`src/rtl/stream_pkg.sv`:
```
package stream_pkg;
    typedef enum logic [1:0] {
        ST_IDLE = 2'd0,
        ST_FLAG = 2'd1,
        ST_DATA = 2'd2,
        ST_TAIL = 2'd3
    } stream_state_t;
endpackage

```
`src/rtl/word_shadow.sv`:
```
module word_shadow #(
    parameter int NUM_WORDS = 4,
    parameter int WORD_W    = 32,
    localparam int SEL_W    = (NUM_WORDS > 1) ? $clog2(NUM_WORDS) : 1,
    localparam int BIT_W    = $clog2(WORD_W)
) (
    input  logic                        clk,
    input  logic                        rst_n,
    input  logic                        load_i,
    input  logic [NUM_WORDS*WORD_W-1:0] words_i,
    input  logic [SEL_W-1:0]            word_sel_i,
    input  logic [BIT_W-1:0]            bit_sel_i,
    output logic                        bit_o
);
    logic [WORD_W-1:0] shadow_q [NUM_WORDS];

    for (genvar w = 0; w < NUM_WORDS; w++) begin : g_word
        always_ff @(posedge clk or negedge rst_n) begin
            if (!rst_n)
                shadow_q[w] <= '0;
            else if (load_i)
                shadow_q[w] <= words_i[w*WORD_W +: WORD_W];
        end
    end

    assign bit_o = shadow_q[word_sel_i][bit_sel_i];
endmodule

```
`src/rtl/frame_budget_timer.sv`:
```
module frame_budget_timer #(
    parameter int BUDGET = 140,
    localparam int CNT_W = $clog2(BUDGET)
) (
    input  logic             clk,
    input  logic             rst_n,
    input  logic             start_i,
    input  logic             run_i,
    output logic [CNT_W-1:0] cnt_o,
    output logic             last_o
);
    always_ff @(posedge clk or negedge rst_n) begin
        if (!rst_n)
            cnt_o <= '0;
        else if (start_i)
            cnt_o <= '0;
        else if (run_i)
            cnt_o <= last_o ? '0 : cnt_o + 1'b1;
    end

    assign last_o = (cnt_o == CNT_W'(BUDGET - 1));

    // the frame counter never leaves its budget
    assert_budget_range_R8: assert property (@(posedge clk) disable iff (!rst_n)
        cnt_o < CNT_W'(BUDGET));
endmodule

```
`src/rtl/flag_word_streamer.sv`:
```
module flag_word_streamer #(
    parameter int NUM_WORDS = 4,
    parameter int WORD_W    = 32,
    parameter int BUDGET    = 140,
    localparam int SEL_W    = (NUM_WORDS > 1) ? $clog2(NUM_WORDS) : 1,
    localparam int BIT_W    = $clog2(WORD_W),
    localparam int CNT_W    = $clog2(BUDGET),
    localparam int ACTIVE   = NUM_WORDS * (WORD_W + 1)
) (
    input  logic                        clk,
    input  logic                        rst_n,
    input  logic                        sync_i,
    input  logic [NUM_WORDS*WORD_W-1:0] words_i,
    output logic                        ser_data_o,
    output logic                        shift_en_o,
    output logic                        busy_o
);
    import stream_pkg::*;

    stream_state_t    state_q, state_d;
    logic [SEL_W-1:0] word_q, word_d;
    logic [BIT_W-1:0] bit_q, bit_d;
    logic [CNT_W-1:0] frame_cnt;
    logic             frame_last;
    logic             start;
    logic             shadow_bit;

    assign start = sync_i && ((state_q == ST_IDLE) ||
                              (state_q == ST_TAIL && frame_last));

    word_shadow #(.NUM_WORDS(NUM_WORDS), .WORD_W(WORD_W)) u_shadow (
        .clk        (clk),
        .rst_n      (rst_n),
        .load_i     (start),
        .words_i    (words_i),
        .word_sel_i (word_q),
        .bit_sel_i  (bit_q),
        .bit_o      (shadow_bit)
    );

    frame_budget_timer #(.BUDGET(BUDGET)) u_timer (
        .clk     (clk),
        .rst_n   (rst_n),
        .start_i (start),
        .run_i   (state_q != ST_IDLE),
        .cnt_o   (frame_cnt),
        .last_o  (frame_last)
    );

    // next-state logic
    always_comb begin
        state_d = state_q;
        word_d  = word_q;
        bit_d   = bit_q;
        unique case (state_q)
            ST_IDLE: begin
                if (start) begin
                    state_d = ST_FLAG;
                    word_d  = '0;
                end
            end
            ST_FLAG: begin
                state_d = ST_DATA;
                bit_d   = '0;
            end
            ST_DATA: begin
                if (bit_q == BIT_W'(WORD_W - 1)) begin
                    if (word_q == SEL_W'(NUM_WORDS - 1)) begin
                        state_d = ST_TAIL;
                    end else begin
                        state_d = ST_FLAG;
                        word_d  = word_q + 1'b1;
                    end
                end else begin
                    bit_d = bit_q + 1'b1;
                end
            end
            ST_TAIL: begin
                if (start) begin
                    state_d = ST_FLAG;
                    word_d  = '0;
                end else if (frame_last) begin
                    state_d = ST_IDLE;
                end
            end
            default: state_d = ST_IDLE;
        endcase
    end

    // state register
    always_ff @(posedge clk or negedge rst_n) begin
        if (!rst_n) begin
            state_q <= ST_IDLE;
            word_q  <= '0;
            bit_q   <= '0;
        end else begin
            state_q <= state_d;
            word_q  <= word_d;
            bit_q   <= bit_d;
        end
    end

    // outputs
    always_comb begin
        ser_data_o = 1'b0;
        busy_o     = 1'b0;
        unique case (state_q)
            ST_IDLE: ;
            ST_FLAG: begin
                ser_data_o = 1'b1;
                busy_o     = 1'b1;
            end
            ST_DATA: begin
                ser_data_o = shadow_bit;
                busy_o     = 1'b1;
            end
            ST_TAIL: ;
            default: ;
        endcase
    end
    assign shift_en_o = busy_o;

    // busy only rises after a sampled sync
    assert_rise_after_sync_R2: assert property (@(posedge clk) disable iff (!rst_n)
        $rose(busy_o) |-> $past(sync_i));

    // quiet line outside the active window
    assert_quiet_line_R6: assert property (@(posedge clk) disable iff (!rst_n)
        !busy_o |-> (!ser_data_o && !shift_en_o));

    // the active window is exactly ACTIVE cycles long
    assert_active_length_R3: assert property (@(posedge clk) disable iff (!rst_n)
        $fell(busy_o) |-> ($past(frame_cnt) == CNT_W'(ACTIVE - 1)));

    // a mid-frame sync does not restart the frame count
    assert_ignore_sync_R7: assert property (@(posedge clk) disable iff (!rst_n)
        (state_q != ST_IDLE && !frame_last && sync_i) |=>
        (frame_cnt == $past(frame_cnt) + 1'b1));
endmodule

```
`config.mk`:
```
export PLATFORM = sky130hd
export DESIGN_NAME = flag_word_streamer
export DESIGN_NICKNAME = d
export VERILOG_FILES = /design/src/rtl/stream_pkg.sv /design/src/rtl/word_shadow.sv /design/src/rtl/frame_budget_timer.sv /design/src/rtl/flag_word_streamer.sv
export SDC_FILE = /design/constraint.sdc
export NUM_CORES = 1
export LEC_CHECK = 0
export BUFFER_PORTS_ARGS = -buffer_cell sky130_fd_sc_hd__buf_4
export CORE_MARGIN = 4
export CORE_UTILIZATION = 35
export CTS_CLUSTER_DIAMETER = 30
export DETAILED_ROUTE_END_ITERATION = 6
export PLACE_DENSITY_LB_ADDON = 0.12
export SYNTH_ARGS = -nofsm -noshare
export SYNTH_HDL_FRONTEND = slang
export SYNTH_SLANG_ARGS = --single-unit
export TNS_END_PERCENT = 50
```
`constraint.sdc`:
```
create_clock -name clk -period 5.7 [get_ports clk]
set_input_delay 0.285 -clock clk [delete_from_list [all_inputs] [get_ports clk]]
set_output_delay 0.285 -clock clk [all_outputs]
set_load 0.005 [all_outputs]
```
==> results of run 1 <==
-- sequential cells by signal, summed over array words and instances (netlist names) --
| signal | cells |
|---|---|
| u_shadow.shadow_q | 128 |
| u_timer.cnt_o | 8 |
| bit_q | 5 |
| state_q | 2 |
| word_q | 2 |
-- power groups by stage --
stage / clock [W] / sequential (W) / combinational [W]
6_report: 0.00109 / 0.00110 / 0.000169
3_5_place_dp: 0 / 0.00112 / 0.000173
5_1_grt: 0.00118 / 0.00111 / 0.000187
3_3_place_gp: 0 / 0.00112 / 0.000169
4_1_cts: 0.00113 / 0.00110 / 0.000174
2_1_floorplan: 0 / 0.00111 / 0.0000645
-- worst max path at each step --
stage / startpoint / slack (ps) / to
finish: bit_q[0] / 1930 / ser_data_o
global route: word_q[0] / 1720 / ser_data_o
CTS: bit_q[0] / 1880 / ser_data_o
detailed placement: u_timer.cnt_o[0] / 2340 / u_shadow.shadow_q[1]
global placement: bit_q[0] / 2370 / ser_data_o
floorplan: word_q[0] / 3340 / ser_data_o
-- cells in the mapped netlist (all sizes together) --
cell type / n / area (sq um)
a21oi: 6 / 30.0
a221oi: 3 / 32.5
a22o: 5 / 43.8
a22oi: 4 / 30.0
and2: 2 / 12.5
and3: 5 / 31.3
buf: 27 / 184
clkbuf: 1 / 3.75
dfrtp: 145 / 3630
ha: 9 / 113
inv: 5 / 18.8
mux2: 131 / 1480
mux2i: 41 / 410
mux4: 24 / 548
nand2: 15 / 56.3
nand2b: 6 / 37.5
nand3b: 2 / 15.0
nand4: 4 / 25.0
nand4b: 1 / 8.76
nor2: 6 / 22.5
nor2b: 4 / 25.0
nor3: 1 / 5.00
nor4: 1 / 6.26
o21a: 1 / 7.51
o21ai: 10 / 50.1
o311ai: 1 / 8.76
o31ai: 2 / 15.0
o32a: 1 / 10.0
o41ai: 1 / 16.3
or3: 2 / 12.5
xnor2: 2 / 17.5
xor2: 3 / 26.3
-- routing by layer --
layer	routed length, microns	GRT usage, %	vias to the layer above
li1	-	-	2012
met1	7200	20.0	2236
met2	8150	25.6	90
met3	749	4.27	17
met4	235	5.13	0
met5	0	0	-
-- repair_timing --
item                       4_1_cts  5_1_grt
hold endpoints to repair        90        0
hold buffers                     1        0
buffers inserted                 0        0
setup endpoints to repair        0        0
-- critical path, stage by stage, from the launching register on --
cell and delay [ps]:
dfrtp_1 930, buf_4 330, mux4_2 510, a22o_1 240
a221oi_2 170, o311ai_1 130, o41ai_2 550, buf_4 200
-- cell families (layout without fill, tap and decap cells) --
logic type / Yosys count / count (layout)
simple gates: 49 / 49
buf+inv: 33 / 176
flops: 145 / 145
mux: 196 / 196
fa+ha+maj: 9 / 9
compound gates: 34 / 34
xor+xnor: 5 / 5
-- final cells by class --
cell class / count / area, sq um
Clock buffer: 18 / 439
Clock inverter: 13 / 136
Fill cell: 1812 / 10700
Inverter: 5 / 18.8
Multi-Input combinational cell: 293 / 3100
Sequential cell: 145 / 3630
Tap cell: 265 / 332
Timing Repair Buffer: 140 / 1070
-- stage by stage --
stage          area [sq um]  cells  hold slack, ps
2_1_floorplan          6930    471           -10.6
3_5_place_dp           8140    847             427
4_1_cts                8730    879            71.3
6_report               8730    879            93.3
3_3_place_gp           8140    847             422
5_1_grt                8730    879            72.4
==> run metrics, run 1 <==
status completed; Hold Crit Depth 2; r2r worst-path depth 7; compound-cell area share of the yosys netlist 3.52%; worst hold path class input pin to flip-flop; r2r startpoint u_timer.cnt_o[0]; first-pass GRT wire length 26500 microns; main combinational cell family by area after synthesis multiplexers; # rows 51; sequential fraction of the synthesis area 52.4%; r2r setup slk 2300 ps; Yosys cell types 37; Final Worst Setup Slack 1930 ps; Worst slew margin 28.7%; endpoints failing hold 0; RSZ-0062 raised after global routing false; Setup WS pre-CTS 2340 ps; most frequent cells in the layout 143 x dfrtp_1, 137 x buf_4, 131 x mux2_2, 41 x mux2i_1, 22 x mux4_2; Nets 742; crit path kind flip-flop to primary output; Post-Syn Nets 611; syn avg cell area 14.7 sq um; setup_tns 0 ps; adder-cell share of the synthesized area 1.63%; WP data required 5410 ps; total power 0.00236 W; Leakage 4.03 nW; logic gate share of total power 7.1%; WL/cell 18.6 microns; largest net degree at the start of global routing 92; Sw Pwr 0.000525 W; clock latency on the worst-skew pair 420 ps; Peak VDD IR 175 uV; CP endpoint kind primary output; # DRC 0; min-delay src words_i[95]; register bit total from synthesis 145; Cell Pwr Density 271 nW/um^2; H-tree levels 4; vias 4355; Worst Clk Skew 8.68 ps; Max Cap Violations 0; I/O Pins 134; crit start category flip-flop; clk slew on worst S/H paths 60 ps; Core Util, Final 44.8%; Mapped Cells 471; CTS Buf Count 17; vias in the first global route 4902; antenna violations before repair 0; core area 19500 sq um; Starting Density 35.6%; post-CTS sizing 0; Post-Synth Simple-Gate Area 3.72%; Post-Synth XOR/XNOR Area 0.632%; switching portion of total power 22.2%; Die ar. 22100 sq um; Iter 0 DRT Violations 183; grt ovf 0; Worst Tran Pin Value 1070 ps; Final HPWL DP 11700 microns; layout cells sized above 1 53.4%; CTS Root Cell clkbuf_16; P_int 0.00184 W; commonest non-fill, non-tap cell in the layout dfrtp_1; Die Wd 149 microns; Sink Count 145; fin crit period 3770 ps; routed wire length 16300 microns; Max Freq 265 MHz; mux contribution to synthesized area 35.1%; vias per cell 4.95; drt first pass iters 4; Worst EP arrival 3490 ps; power share of the sequential group 46.5%; CTS tree yes; crit-path max FO 17; WHS Endpoint u_shadow.shadow_q[63]; Clock Path Buffers 2; Slew Viols, Final 0; ANT nets after route 0; GRT Total Usage 15.6%; Die H 149 microns; worst reg2reg endpoint u_shadow.shadow_q[56]; Syn-to-layout area delta 26.0%; final setup vio count 0; synthesis warning total 0; Period Utilization, post-route 66.2%; n_diodes 0; Mapped Area 6930 sq um; clock power share 46.3%; Placer Congestion 0.781; PortBufs 133
No activity file was read; power rests on OpenSTA's default activity.
==> run 2: changes to the inputs <==
clock period = 3.3 ns   (was 5.7 ns; I/O delays follow)
==> run metrics, run 2 (synthesis gave the netlist of run 1 again) <==
commonest non-fill, non-tap cell in the layout dfrtp_1; Slew Viols, Final 0 (unchanged); clk slew on worst S/H paths 60 ps (about the same); GRT Total Usage 16.6% (+1.0 points); max FFs per register 128 (unchanged); Iter 0 DRT Violations 145 (-21%); grt ovf 0 (unchanged); CTS tree yes; Max Freq 320 MHz; Syn-to-layout area delta 47.2%; power share of the sequential group 42.1% (-4.4 points); CTS Root Cell clkbuf_16; Top cell by count, worst path buf_4; CP peak stage delay 520 ps (-410 ps); Final HPWL DP 11600 microns (-1.0%); dpl cells 852 (+0.59%); Peak VDD IR 351 uV (+100%); n_diodes 0 (unchanged); Worst slew margin 39.7% (+11 points); Critical path origin word_q[1]; first-pass GRT wire length 28500 microns (+7.7%); crit-path max FO 10 (-7); RSZ-0062 raised after global routing false; crit-path cells buf_4 -> mux2i_1 -> mux4_2 -> a221oi_2 -> o311ai_1 -> o41ai_2 -> buf_4; layout cells sized above 1 44.8% (-8.6 points); setup_tns 0 ps (unchanged); Clock Path Buffers 2 (unchanged); worst reg2reg endpoint u_shadow.shadow_q[100]; Die ar. 22100 sq um (unchanged); Sw Pwr 0.000945 W (+80%); Largest Register u_shadow.shadow_q; Nets 878 (+18%); Final Instance Count excl. Fillers 1015 (+15%); Sink Count 145 (unchanged); # DRC 0 (unchanged); Met3 Wirelength 695 microns (-7.2%); # rows 51 (unchanged); Reg area 3630 sq um (about the same); I/O Pins 134 (unchanged); vias 4837 (+11%); clock latency on the worst-skew pair 420 ps (about the same); endpoints failing hold 0 (unchanged); logic gate share of total power 9.2% (+2.1 points); most frequent cells in the layout 143 x dfrtp_1, 142 x buf_4, 131 x mux2_2, 129 x dlygate4sd3_1, 41 x mux2i_1; WL met2 8400 microns (+3.0%); switching portion of total power 20.9% (-1.3 points); largest net degree at the start of global routing 97 (+5.4%); Max Cap Violations 0 (unchanged); antenna violations before repair 0 (unchanged); r2r worst-path depth 8 (+1); vias per cell 4.77 (-3.8%); top flop regs u_shadow.shadow_q: 128 flops, u_timer.cnt_o: 8 flops, bit_q: 5 flops; multi-input logic area 3100 sq um (unchanged); final setup vio count 0 (unchanged); drt first pass iters 4 (unchanged); routed wire length 17200 microns (+5.3%); Period Utilization, post-route 94.6%; crit path kind flip-flop to primary output; CTS Buf Count 17 (unchanged); Leakage 4.67 nW (+16%); core area 19500 sq um (unchanged); H-tree levels 4 (unchanged); Worst Clk Skew 10.2 ps (+1.48 ps); crit start category flip-flop; Starting Density 35.6% (unchanged); vias in the first global route 5452 (+11%); Die Wd 149 microns (unchanged); r2r setup slk 880 ps (-1420 ps); clock power share 48.7% (+2.4 points); PortBufs 133 (unchanged); DR top layer met4; fill count 1646 (-9.2%); Worst EP arrival 2960 ps (-530 ps); CP endpoint kind primary output; WP data required 3130 ps (-2280 ps); worst hold path class input pin to flip-flop; P_int 0.00358 W (+95%); Worst Tran Pin Value 904 ps (-163 ps); Cell Pwr Density 443 nW/um^2 (+64%); worst setup path endpoint ser_data_o; ANT nets after route 0 (unchanged); Die H 149 microns (unchanged); met1 WL 7790 microns (+8.3%); Placer Congestion 0.753 (-3.5%); status completed; r2r startpoint u_timer.cnt_o[0]; fin crit period 3120 ps; CP max-delay cell dfrtp_4; WL/cell 16.9 microns (-8.8%)
run 2: per-stage QoR:
step | setup WS [ps] | util [%] | area (sq um) | total power (W) | hold slack, ps
5_1_grt | 45.8 | 52.4 | 10200 | 0.00470 | 106
3_3_place_gp | 602 | 42.1 | 8200 | 0.00223 | 310
2_1_floorplan | 1060 | - | 6930 | 0.00203 | -131
6_report | 177 | 52.4 | 10200 | 0.00452 | 83.2
4_1_cts | 58.3 | 52.3 | 10200 | 0.00458 | 72.3
3_5_place_dp | 520 | 42.1 | 8200 | 0.00223 | 326
run 2: worst min-delay path by stage:
| stage | cells after the start | start | slack [ps] | endpoint |
|---|---|---|---|---|
| floorplan | 0 | rst_n | -130 | bit_q[0] |
| global placement | 1 | rst_n | 310 | u_shadow.shadow_q[40] |
| detailed placement | 1 | rst_n | 330 | u_shadow.shadow_q[40] |
| CTS | 4 | sync_i | 70 | u_timer.cnt_o[0] |
| global route | 4 | sync_i | 110 | u_timer.cnt_o[0] |
| finish | 4 | sync_i | 80 | u_timer.cnt_o[0] |
run 2: cell type report:
| cell class | instances | area share [%] |
|---|---|---|
| sequential | 145 | 35.6 |
| multi-input combinational | 293 | 30.4 |
| timing repair buffer | 276 | 23.9 |
| clock buffer | 17 | 4.17 |
| tap | 265 | 3.25 |
| clock inverter | 14 | 2.45 |
| inverter | 5 | 0.184 |
run 2: metal layers:
layer  global-route usage [%]  vias up
met4                     5.08        0
met2                     27.4      104
met3                     4.11       19
met1                     21.6     2420
met5                        0        -
li1                         -     2294
run 2: power by group through the flow:
stage                     Clock (W)  Combinational (W)  Sequential [W]
after CTS                   0.00226           0.000421         0.00190
after detailed placement          0           0.000297         0.00194
final                       0.00220           0.000416         0.00190
after floorplan                   0           0.000111         0.00192
after global routing        0.00233           0.000456         0.00191
after global placement            0           0.000290         0.00194
run 2: critical path: cells and delay by family, from the launching register on:
family                 cells  cell delay (ps)
multiplexers               2              650
buffers and inverters      2              400
AO/OA/AOI/OAI              3              960
flip-flops                 1              520
run 2: timing repair:
action / 4_1_cts / 5_1_grt
buffers inserted: 0 / 3
hold buffers: 129 / 0
hold endpoints to repair: 222 / 0
setup endpoints to repair: 0 / 1
gates resized for setup: 0 / 2
==> run 3: changes to the inputs <==
SYNTH_HIERARCHICAL = 1   (was default)
clock period = 2.75 ns   (was 3.3 ns; I/O delays follow)
==> run metrics, run 3 <==
status complete, but fails checks; violated checks setup timing; fin crit period 2800 ps; Slew Viols, Final 0 (unchanged); layout cells sized above 1 47.0% (+2.2 points); PortBufs 133 (unchanged); Final Worst Setup Slack -51.9 ps (-229 ps); EDFF count, synth 0 (unchanged); clock latency on the worst-skew pair 420 ps (about the same); Clock Path Buffers 2 (unchanged); Top FF cell, synth dfrtp_1; crit path kind flip-flop to primary output; synthesis warning total 6 (+6); vias 4909 (+1.5%); Syn-to-layout area delta 47.7%; grt ovf 0 (unchanged); CTS tree yes; Setup WS pre-CTS 247 ps (-273 ps); WL/cell 17.2 microns (+1.6%); worst setup path endpoint ser_data_o; Yosys cell types 45 (+22%); crit-path max FO 5 (-5); max FFs per register 128 (unchanged); Die Wd 148 microns (-0.29%); logic gate share of total power 40.3% (+31 points); Nets 878 (unchanged); Max Freq 357 MHz; top-area cell type share of the netlist area 52.7% (+0.32 points); Hold Crit Depth 3 (-1); Critical path origin word_q[1]; largest net degree at the start of global routing 92 (-5.2%); Synth top cells by count 145 x dfrtp_1, 129 x mux2_2, 29 x mux4_2, 17 x clkbuf_1, 16 x nor2_1; GRT Total Usage 16.3% (-0.31 points); Final Instance Count excl. Fillers 1016 (+0.099%); Peak VDD IR 513 uV (+46%); clk slew on worst S/H paths 60 ps (about the same); Worst Tran Pin Value 853 ps (-51.0 ps); r2r worst-path depth 8 (unchanged); crit start category flip-flop; Synth async-reset ratio 100% (unchanged); endpoints failing hold 0 (unchanged); dpl cells 849 (-0.35%); Die ar. 22000 sq um (-0.58%); Cell Pwr Density 992 nW/um^2 (+120%); clock power share 21.8% (-27 points); Mapped Area 6880 sq um (-0.61%); Max Cap Violations 0 (unchanged); Placer Congestion 0.772 (+2.5%); # DRC 0 (unchanged); routed wire length 17500 microns (+1.7%); Mapped Cells 468 (-0.64%); core area 19400 sq um (-0.33%); most instantiated library cell after synthesis dfrtp_1; multi-input logic area 3100 sq um (unchanged); Final HPWL DP 11700 microns (+0.94%); first-pass GRT wire length 28100 microns (-1.6%); fill count 1685 (+2.4%); Worst Clk Skew 8.07 ps (-2.09 ps); Sink Count 145 (unchanged); area leader, netlist dfrtp_1; # rows 51 (unchanged); Post-Syn Nets 608 (-0.49%); Iter 0 DRT Violations 176 (+21%); syn avg cell area 14.7 sq um (about the same); n_diodes 0 (unchanged); I/O Pins 134 (unchanged); final setup vio count 1 (+1); sequential fraction of the synthesis area 52.7% (+0.32 points); register bit total from synthesis 145 (unchanged); vias in the first global route 5487 (+0.64%); Worst slew margin 43.1% (+3.4 points); power share of the sequential group 37.9% (-4.2 points); commonest non-fill, non-tap cell in the layout buf_4; CTS Buf Count 17 (unchanged); r2r setup slk 210 ps (-670 ps); top flop regs u_shadow/shadow_q: 128 flops, u_timer/cnt_o: 8 flops, bit_q: 5 flops; Worst EP arrival 2660 ps (-300 ps); switching portion of total power 31.0% (+10 points); Die H 148 microns (-0.29%); Sw Pwr 0.00312 W (+230%); CTS Root Cell clkbuf_16; RSZ-0062 raised after global routing true; Leakage 4.34 nW (-7.2%); synth top area cells dfrtp_1 53%, mux2_2 21%, mux4_2 9.5%, ha_1 1.6%, mux2i_1 1.6%; P_int 0.00696 W (+95%); CP endpoint kind primary output; Starting Density 35.5% (-0.10 points); most frequent cells in the layout 143 x buf_4, 142 x dfrtp_1, 129 x mux2_2, 129 x dlygate4sd3_1, 29 x mux4_2; ANT nets after route 0 (unchanged); setup_tns -51.9 ps (-51.9 ps); WP data required 2610 ps (-520 ps); Period Utilization, post-route 102%; hold slack 182 ps (+98.6 ps); r2r startpoint u_timer/cnt_o[0]; drt first pass iters 4 (unchanged); Reg area 3630 sq um (about the same); vias per cell 4.83 (+1.4%); H-tree levels 4 (unchanged); antenna violations before repair 0 (unchanged); worst reg2reg endpoint u_shadow/shadow_q[25]; Largest Register u_shadow/shadow_q; worst hold path class input pin to flip-flop
[run 3: changes by cell type in the layout (fill, tap and decap cells not counted), sizes merged, moves of 5 or more]
cell	change
bufinv	-5
clkinv	+5
mux2i	-30
mux4	+9
nand2	-7
nand3	+7
nor2	+11
o21ai	-8
[run 3: cell families after synthesis]
| group | after synthesis | share of synthesized area (%) |
|---|---|---|
| adder cells (fa/ha/maj) | 9 | 1.64 |
| AND/OR/NAND/NOR | 67 | 5.74 |
| buffers and inverters | 39 | 2.49 |
| XOR/XNOR | 5 | 0.636 |
| multiplexers | 173 | 33.7 |
| flip-flops | 145 | 52.7 |
| AO/OA/AOI/OAI | 30 | 3.07 |
[run 3: repair_timing]
item | CTS | global route
pin swaps | 0 | 2
cloned | 0 | 1
setup buffers | 2 | 3
hold buffers | 129 | 0
hold endpoints to repair | 216 | 0
gates resized for setup | 0 | 2
endpoints found under the setup margin | 1 | 1
[run 3: critical path, stage by stage (launching register included)]
cell and delay, ps:
dfrtp_2 470, buf_4 160, buf_4 120, mux4_2 280, mux4_2 460, and3b_1 170
a31oi_1 130, nand4_1 110, a21oi_2 150, nor2_1 60, buf_4 130
[run 3: power by group through the flow]
stage	clock, W	sequential [W]	combinational, W
after floorplan	0	0.00358	0.00296
after global placement	0	0.00383	0.00375
after CTS	0.00225	0.00384	0.00402
after global routing	0.00236	0.00396	0.00441
after detailed placement	0	0.00387	0.00383
final	0.00220	0.00382	0.00406
[run 3: how the worst min path moves through the flow]
stage	slack (ps)	end	start
floorplan	-160	bit_q[0]	rst_n
global placement	280	u_shadow/shadow_q[110]	rst_n
detailed placement	280	u_shadow/shadow_q[110]	rst_n
CTS	160	u_timer/cnt_o[2]	sync_i
global route	180	u_timer/cnt_o[2]	sync_i
finish	180	u_timer/cnt_o[2]	sync_i
[run 3: layer usage]
metal  track usage [%]  part of all wire, %
met4              3.88                 0.72
met2              28.6                   53
met3              3.72                  3.0
met5                 0                    0
met1              20.5                   44
[run 3: layout make-up]
class	count	share of cell area (%)
Sequential cell	145	35.7
Inverter	11	0.406
Timing Repair Buffer	279	24.6
Tap cell	265	3.26
Multi-Input combinational cell	284	30.5
Clock inverter	13	1.09
Clock buffer	19	4.45
[run 3: through the flow]
step / instance area (sq um) / power [W] / utilization [%]
3_3_place_gp: 8240 / 0.00757 / 42.5
6_report: 10200 / 0.0101 / 52.4
5_1_grt: 10200 / 0.0107 / 52.4
4_1_cts: 10100 / 0.0101 / 52.1
2_1_floorplan: 6880 / 0.00655 / -
3_5_place_dp: 8240 / 0.00770 / 42.5
